**config.mk**
```make
export PLATFORM = sky130hd
export DESIGN_NAME = pcseq_top
export DESIGN_NICKNAME = d
export VERILOG_FILES = /design/src/rtl/pcseq_pkg.sv /design/src/rtl/pcseq_ctrl.sv /design/src/rtl/pcseq_stack.sv /design/src/rtl/pcseq_tbl.sv /design/src/rtl/pcseq_top.sv
export SDC_FILE = /design/constraint.sdc
export NUM_CORES = 1
export LEC_CHECK = 0
export ABC_AREA = 1
export BUFFER_PORTS_ARGS = -buffer_cell sky130_fd_sc_hd__buf_2
export CAP_MARGIN = 20
export CORE_ASPECT_RATIO = 0.8
export CORE_MARGIN = 4
export CORE_UTILIZATION = 40
export DETAILED_ROUTE_END_ITERATION = 12
export PLACE_DENSITY = 0.69
export SYNTH_ARGS = -nofsm -noshare
export SYNTH_HDL_FRONTEND = slang
export SYNTH_SLANG_ARGS = --single-unit
```
**constraint.sdc**
```tcl
create_clock -name clk -period 3.3 [get_ports clk]
set_clock_uncertainty 0.15 [all_clocks]
set_input_delay 0 -clock clk [delete_from_list [all_inputs] [get_ports clk]]
set_output_delay 0 -clock clk [all_outputs]
set_load 0.01 [all_outputs]
```
**src/rtl/pcseq_pkg.sv**
```systemverilog
package pcseq_pkg;

  typedef enum logic [1:0] {
    SLOT_RUN   = 2'd0,
    SLOT_DUMMY = 2'd1,
    SLOT_TBL   = 2'd2
  } slot_e;

  typedef enum logic [2:0] {
    NX_INC  = 3'd0,
    NX_HOLD = 3'd1,
    NX_PCL  = 3'd2,
    NX_IMM  = 3'd3,
    NX_STK  = 3'd4
  } nx_sel_e;

  typedef struct packed {
    logic jmp;
    logic call;
    logic ret;
    logic pcl_wr;
    logic skip_op;
    logic skip_cond;
    logic tbl_cur;
    logic tbl_last;
  } ex_ctl_t;

endpackage

```
**src/rtl/pcseq_ctrl.sv**
```systemverilog
module pcseq_ctrl
  import pcseq_pkg::*;
(
  input  logic    clk,
  input  logic    rst_n,
  input  ex_ctl_t ctl,
  output nx_sel_e nx_sel,
  output logic    push,
  output logic    flush,
  output logic    slot_vld,
  output logic    in_tbl,
  output logic    tbl_last_q
);

  slot_e st_q, st_d;
  logic  last_q, last_d, last_en;

  always_comb begin
    st_d    = SLOT_RUN;
    nx_sel  = NX_INC;
    push    = 1'b0;
    flush   = 1'b0;
    last_en = 1'b0;
    last_d  = last_q;
    case (st_q)
      SLOT_DUMMY: nx_sel = NX_INC;
      SLOT_TBL:   nx_sel = NX_INC;
      default: begin
        if (ctl.ret) begin
          nx_sel = NX_STK;
          flush  = 1'b1;
          st_d   = SLOT_DUMMY;
        end else if (ctl.call) begin
          nx_sel = NX_IMM;
          push   = 1'b1;
          flush  = 1'b1;
          st_d   = SLOT_DUMMY;
        end else if (ctl.jmp) begin
          nx_sel = NX_IMM;
          flush  = 1'b1;
          st_d   = SLOT_DUMMY;
        end else if (ctl.pcl_wr) begin
          nx_sel = NX_PCL;
          flush  = 1'b1;
          st_d   = SLOT_DUMMY;
        end else if (ctl.skip_op && ctl.skip_cond) begin
          nx_sel = NX_INC;
          flush  = 1'b1;
          st_d   = SLOT_DUMMY;
        end else if (ctl.tbl_cur || ctl.tbl_last) begin
          nx_sel  = NX_HOLD;
          st_d    = SLOT_TBL;
          last_en = 1'b1;
          last_d  = ctl.tbl_last && !ctl.tbl_cur;
        end
      end
    endcase
  end

  always_ff @(posedge clk or negedge rst_n) begin
    if (!rst_n) begin
      st_q   <= SLOT_RUN;
      last_q <= 1'b0;
    end else begin
      st_q <= st_d;
      if (last_en) begin
        last_q <= last_d;
      end
    end
  end

  assign slot_vld   = (st_q == SLOT_RUN);
  assign in_tbl     = (st_q == SLOT_TBL);
  assign tbl_last_q = last_q;


  flush_pulse_chk: assert property (@(posedge clk) disable iff (!rst_n)
    flush |=> !flush);


  dummy_after_flush_chk: assert property (@(posedge clk) disable iff (!rst_n)
    flush |=> !slot_vld);


  tbl_single_chk: assert property (@(posedge clk) disable iff (!rst_n)
    in_tbl |=> slot_vld);

endmodule

```
**src/rtl/pcseq_stack.sv**
```systemverilog
module pcseq_stack #(
  parameter int ADDR_W = 10
) (
  input  logic              clk,
  input  logic              rst_n,
  input  logic              push,
  input  logic [ADDR_W-1:0] push_addr,
  output logic [ADDR_W-1:0] entry
);

  logic [ADDR_W-1:0] ent_q;

  always_ff @(posedge clk or negedge rst_n) begin
    if (!rst_n) begin
      ent_q <= '0;
    end else if (push) begin
      ent_q <= push_addr;
    end
  end

  assign entry = ent_q;

endmodule

```
**src/rtl/pcseq_tbl.sv**
```systemverilog
module pcseq_tbl #(
  parameter int ADDR_W = 10,
  parameter int DATA_W = 8,
  parameter int WORD_W = 14
) (
  input  logic                     clk,
  input  logic                     rst_n,
  input  logic                     in_tbl,
  input  logic                     last_sel,
  input  logic [ADDR_W-DATA_W-1:0] page_cur,
  input  logic [DATA_W-1:0]        ptr,
  input  logic [WORD_W-1:0]        rom_word,
  output logic [ADDR_W-1:0]        tbl_addr,
  output logic [DATA_W-1:0]        tbl_lo,
  output logic                     tbl_lo_vld,
  output logic [DATA_W-1:0]        tbl_hi
);

  localparam int PG_W  = ADDR_W - DATA_W;
  localparam int TH_W  = WORD_W - DATA_W;
  localparam int PAD_W = DATA_W - TH_W;

  logic [PG_W-1:0]   page;
  logic [DATA_W-1:0] hi_d, hi_q;

  assign page     = last_sel ? {PG_W{1'b1}} : page_cur;
  assign tbl_addr = {page, ptr};
  assign tbl_lo     = rom_word[DATA_W-1:0];
  assign tbl_lo_vld = in_tbl;

  generate
    if (PAD_W > 0) begin : g_pad
      assign hi_d = {{PAD_W{1'b0}}, rom_word[WORD_W-1:DATA_W]};
    end else begin : g_nopad
      assign hi_d = rom_word[WORD_W-1:DATA_W];
    end
  endgenerate

  always_ff @(posedge clk or negedge rst_n) begin
    if (!rst_n) begin
      hi_q <= '0;
    end else if (in_tbl) begin
      hi_q <= hi_d;
    end
  end

  assign tbl_hi = hi_q;

endmodule

```
**src/rtl/pcseq_top.sv**
```systemverilog
module pcseq_top
  import pcseq_pkg::*;
#(
  parameter int ADDR_W = 10,
  parameter int DATA_W = 8,
  parameter int WORD_W = 14
) (
  input  logic              clk,
  input  logic              rst_n,
  input  logic              ex_jmp,
  input  logic              ex_call,
  input  logic              ex_ret,
  input  logic              ex_pcl_wr,
  input  logic              ex_skip_op,
  input  logic              skip_cond,
  input  logic              ex_tbl_cur,
  input  logic              ex_tbl_last,
  input  logic [ADDR_W-1:0] imm_tgt,
  input  logic [DATA_W-1:0] pcl_wdata,
  input  logic [DATA_W-1:0] tbl_ptr,
  input  logic [WORD_W-1:0] rom_word,
  output logic [ADDR_W-1:0] rom_addr,
  output logic              rom_is_tbl,
  output logic              slot_vld,
  output logic              flush,
  output logic [DATA_W-1:0] pcl_rdata,
  output logic [DATA_W-1:0] tbl_lo,
  output logic              tbl_lo_vld,
  output logic [DATA_W-1:0] tbl_hi
);

  localparam int PG_W = ADDR_W - DATA_W;

  logic [1:0]        rst_sync;
  logic              rst_i;
  ex_ctl_t           ctl;
  nx_sel_e           nx_sel;
  logic              push, in_tbl, last_sel;
  logic [ADDR_W-1:0] pc_q, pc_d, stk_ent, tbl_addr;

  always_ff @(posedge clk or negedge rst_n) begin
    if (!rst_n) begin
      rst_sync <= 2'b00;
    end else begin
      rst_sync <= {rst_sync[0], 1'b1};
    end
  end
  assign rst_i = rst_sync[1];

  always_comb begin
    ctl.jmp       = ex_jmp;
    ctl.call      = ex_call;
    ctl.ret       = ex_ret;
    ctl.pcl_wr    = ex_pcl_wr;
    ctl.skip_op   = ex_skip_op;
    ctl.skip_cond = skip_cond;
    ctl.tbl_cur   = ex_tbl_cur;
    ctl.tbl_last  = ex_tbl_last;
  end

  pcseq_ctrl u_ctrl (
    .clk        (clk),
    .rst_n      (rst_i),
    .ctl        (ctl),
    .nx_sel     (nx_sel),
    .push       (push),
    .flush      (flush),
    .slot_vld   (slot_vld),
    .in_tbl     (in_tbl),
    .tbl_last_q (last_sel)
  );

  pcseq_stack #(.ADDR_W(ADDR_W)) u_stack (
    .clk       (clk),
    .rst_n     (rst_i),
    .push      (push),
    .push_addr (pc_q),
    .entry     (stk_ent)
  );

  pcseq_tbl #(.ADDR_W(ADDR_W), .DATA_W(DATA_W), .WORD_W(WORD_W)) u_tbl (
    .clk        (clk),
    .rst_n      (rst_i),
    .in_tbl     (in_tbl),
    .last_sel   (last_sel),
    .page_cur   (pc_q[ADDR_W-1:DATA_W]),
    .ptr        (tbl_ptr),
    .rom_word   (rom_word),
    .tbl_addr   (tbl_addr),
    .tbl_lo     (tbl_lo),
    .tbl_lo_vld (tbl_lo_vld),
    .tbl_hi     (tbl_hi)
  );

  always_comb begin
    case (nx_sel)
      NX_HOLD: pc_d = pc_q;
      NX_PCL:  pc_d = {pc_q[ADDR_W-1:DATA_W], pcl_wdata};
      NX_IMM:  pc_d = imm_tgt;
      NX_STK:  pc_d = stk_ent;
      default: pc_d = pc_q + 1'b1;
    endcase
  end

  always_ff @(posedge clk or negedge rst_i) begin
    if (!rst_i) begin
      pc_q <= '0;
    end else begin
      pc_q <= pc_d;
    end
  end

  assign rom_addr   = in_tbl ? tbl_addr : pc_q;
  assign rom_is_tbl = in_tbl;
  assign pcl_rdata  = pc_q[DATA_W-1:0];


  step_inc_chk: assert property (@(posedge clk) disable iff (!rst_i)
    (slot_vld && !flush && !ex_tbl_cur && !ex_tbl_last)
      |=> rom_addr == $past(rom_addr) + 1'b1);


  dummy_inc_chk: assert property (@(posedge clk) disable iff (!rst_i)
    (!slot_vld && !rom_is_tbl) |=> rom_addr == $past(rom_addr) + 1'b1);


  pcl_page_chk: assert property (@(posedge clk) disable iff (!rst_i)
    (slot_vld && ex_pcl_wr && !ex_ret && !ex_call && !ex_jmp)
      |=> rom_addr == {$past(rom_addr[ADDR_W-1:DATA_W]), $past(pcl_wdata)});


  jmp_tgt_chk: assert property (@(posedge clk) disable iff (!rst_i)
    (slot_vld && ex_jmp && !ex_ret && !ex_call) |=> rom_addr == $past(imm_tgt));


  ret_tgt_chk: assert property (@(posedge clk) disable iff (!rst_i)
    (slot_vld && ex_ret) |=> rom_addr == $past(stk_ent));


  tbl_noflush_chk: assert property (@(posedge clk) disable iff (!rst_i)
    rom_is_tbl |-> (!slot_vld && !flush && tbl_lo_vld));


  tbl_page_chk: assert property (@(posedge clk) disable iff (!rst_i)
    rom_is_tbl |-> (last_sel ? (rom_addr[ADDR_W-1:DATA_W] == {PG_W{1'b1}})
                             : (rom_addr[ADDR_W-1:DATA_W] == pc_q[ADDR_W-1:DATA_W])));

endmodule

```
==> out/qor.csv <==
stage,metric,value,unit
synth,yosys warns,0,
final_layout,nets@finish,422,
final_layout,"most common cell after layout, fill and taps aside",nand2_1,
drt,metal3 WL,523,um
setup_path,r2r setup slk,0.96,ns
pwr,worst vdd ir,377,uV
setup_path,critical path arrival,2.35,ns
die,num rows,22,
drt,Post-DRT Antenna Nets,0,
run_status,outcome,"finished, final reports clean",
synth,Seq cells post-synth,31,
sta,Final period util,0.709,
job,max-cap violation count,0,
synth,register area share after synthesis,0.385,
drt,final wirelength,5740,um
final_layout,n_diodes,0,
drt,met2 WL,2590,um
setup_path,R2R cell count,9,
setup_path,r2r endpoint,pc_q[2],
final_layout,fraction of layout cells with a size suffix above 1,0.243,
sta,unrepaired setup endpoints after global routing,false,
min_path,hold endpoint,pc_q[7],
drt,Detailed Route Iter0 Violations,125,
global_routing,GRT Residual Overflow,0,
setup_path,CP max FO,15,
setup_path,FF-to-FF Start,u_ctrl.st_q[0],
cts,CTS root buf,clkbuf_8,
min_path,hold path cells,7,
die,Die Span Y,71.5,um
setup_path,WP data required,3.32,ns
sta,"Slew Viols, Final",0,
synth,Synth top area share,0.385,
sta,Fin Setup TNS,0,ns
global_routing,first-pass GRT wire length,9570,um
setup_path,Worst setup EP type,register,
synth,syn_area_per_cell,7.19,um^2
drt,Met1 Wirelength,2540,um
cts,CTS Sinks,31,
final_layout,multi-input combinational cell area,935,um^2
place,GP Congestion,0.780,
synth,Synth Flop Type,dfrtp_1,
synth,Async SR Flop Fraction,1.00,
sta,Hold Fails Final Rpt,0,
final_layout,P&R area growth vs syn,34.4,%
sta,Worst-Margin Slew,0.723,ns
cts,CTS tree,done,
drt,routed vias,2084,
sta,Tmin final,2.34,ns
place,# placed instances,385,
final_layout,FILL cells,476,
place,Placed Instance Area,2250,um^2
global_routing,vias in the first global route,2038,
pwr,PwrDens,715,nW/um^2
die,core area,4730,um^2
cts,Skew-Pair Late Insertion Delay,0.29,ns
die,DIE AREA,6240,um^2
setup_path,crit-path max cell delay,0.56,ns
global_routing,largest net degree at the start of global routing,30,
die,I/O pin count,88,
cts,clock transition at the registers of the reported paths,0.07,ns
sta,setup violators final,0,
final_layout,area taken by flip-flops and latches,776,um^2
synth,Gate Count Post-Synth,280,
drt,vias per cell,4.85,
synth,Synth area leader,dfrtp_1,
cts,clock buffer count from CTS,5,
drt,Post-route DRC,0,
drt,wire per inst,13.3,um
sta,Peak Freq,0.428,GHz
setup_path,Worst setup SP type,register,
cts,# Post-CTS Setup Buffers,0,
min_path,Hold Startpoint,pcl_wdata[7],
global_routing,antenna violations before repair,0,
final_layout,most frequent cells in the layout,"nand2_1, buf_2, dlygate4sd3_1, dfrtp_1, nand3_1",
sta,Slew headroom,0.518,
pwr,Pleak,0.00140,uW
min_path,HP Class,input pin to register,
global_routing,Global Route Usage Sum,0.195,
setup_path,crit path max-delay cell type,dlygate4sd3_1,
die,die width,87.3,um
cts,H-tree lvl count,2,
final_layout,final instance area,2710,um^2
synth,count of cell types in the netlist,26,
drt,DRT Pass-1 Iters,4,
synth,Synth Cell Area,2010,um^2
drt,DR top layer,met4,
synth,"EDFF count, synth",0,
sta,final hold slack,0.000381,ns
die,initial core utilization,0.425,
cts,CTS max path bufs,2,
place,HPWL reported at the end of detailed placement,4030,um
place,pre-CTS WS,1.37,ns
place,port bufs,69,
final_layout,final std cells w/o fill,430,
synth,Synth area leaders,"dfrtp_1, nand2_1, nand3_1",
setup_path,CP cell instances,inv_1 -> ha_1 -> inv_6 -> nand2_2 -> a21oi_1 -> nand3_1 -> dlygate4sd3_1 -> nand2_1 -> o21ai_0,
setup_path,crit path kind,register to register,
sta,PnR worst setup slack,0.962,ns
cts,post-cts sizing count,0,
timing repair:
action | in CTS | in global routing
endpoints found under the setup margin | 0 | 0
endpoints found under the hold margin | 28 | 0
hold buffers | 37 | 0
worst max-delay path by stage:
stage	startpoint	end	slack, ns	depth (start not counted)
2_1_floorplan	u_ctrl.st_q[0]	pc_q[0]	1.73	10
3_3_place_gp	u_ctrl.st_q[0]	u_stack.entry[8]	1.46	5
3_5_place_dp	u_ctrl.st_q[0]	u_stack.entry[8]	1.37	5
4_1_cts	u_ctrl.st_q[0]	pc_q[6]	0.97	9
5_1_grt	u_ctrl.st_q[0]	pc_q[2]	0.80	9
6_report	u_ctrl.st_q[0]	pc_q[2]	0.96	9
flip-flops by register name (all words and copies together), names as in the netlist:
name and cells:
pc_q 10, u_ctrl.tbl_last_q 1, u_stack.entry 10, u_tbl.tbl_hi 6, u_ctrl.st_q 2, rst_sync 2
cells by family after synthesis:
logic type | share of synthesized area
fa+ha+maj | 0.0186
compound gates | 0.113
xor+xnor | 0.0131
other cells | 0.00373
flops | 0.385
simple gates | 0.314
buf+inv | 0.152
Yosys cell counts (2+ instances only):
cell      instances
nor2_4            2
nand2_4           2
conb_1            2
nand2_2           3
nor2_2            2
inv_2             2
buf_4            19
dfrtp_1          31
inv_6             2
clkbuf_1          4
o21ai_0          27
nand2_1          82
o21ai_1           3
ha_1              3
a21oi_1           9
inv_1            24
nand4_1           2
xor2_1            2
nand3_1          30
nor2_1           21
buf_6             3
worst max-delay path: cells and delay by family, from the launching register on:
kind | cells | cell delay (ns)
adders and majority gates | 1 | 0.37
AOI/OAI and AO/OA | 2 | 0.30
DFF | 1 | 0.33
buffers and inverters | 3 | 0.72
and+or+nand+nor | 3 | 0.35
layout make-up:
cell class                 count  share of cell area
tap                           60              0.0278
inverter                      28              0.0426
timing repair buffer         107               0.267
sequential                    31               0.287
clock buffer                   7              0.0282
multi-input combinational    196               0.346
clock inverter                 1             0.00185
metal layers:
metal / vias up / GRT usage
li1: 1044 / -
met1: 930 / 0.261
met2: 100 / 0.314
met3: 10 / 0.0494
met4: 0 / 0.0528
met5: - / 0
stage by stage:
stage	power, uW	utilization
final	1930	0.571
after floorplan	1310	-
after CTS	1950	0.571
after global routing	2110	0.571
after detailed placement	1550	0.476
after global placement	1540	0.476
power breakdown:
group	switching, uW	total [uW]	internal [uW]	leakage (uW)
Sequential	134	673	539	0.000374
Combinational	560	974	414	0.000981
Clock	139	287	148	0.0000422
Total	833	1930	1100	0.00140
Power figures use the tool's default switching activity.
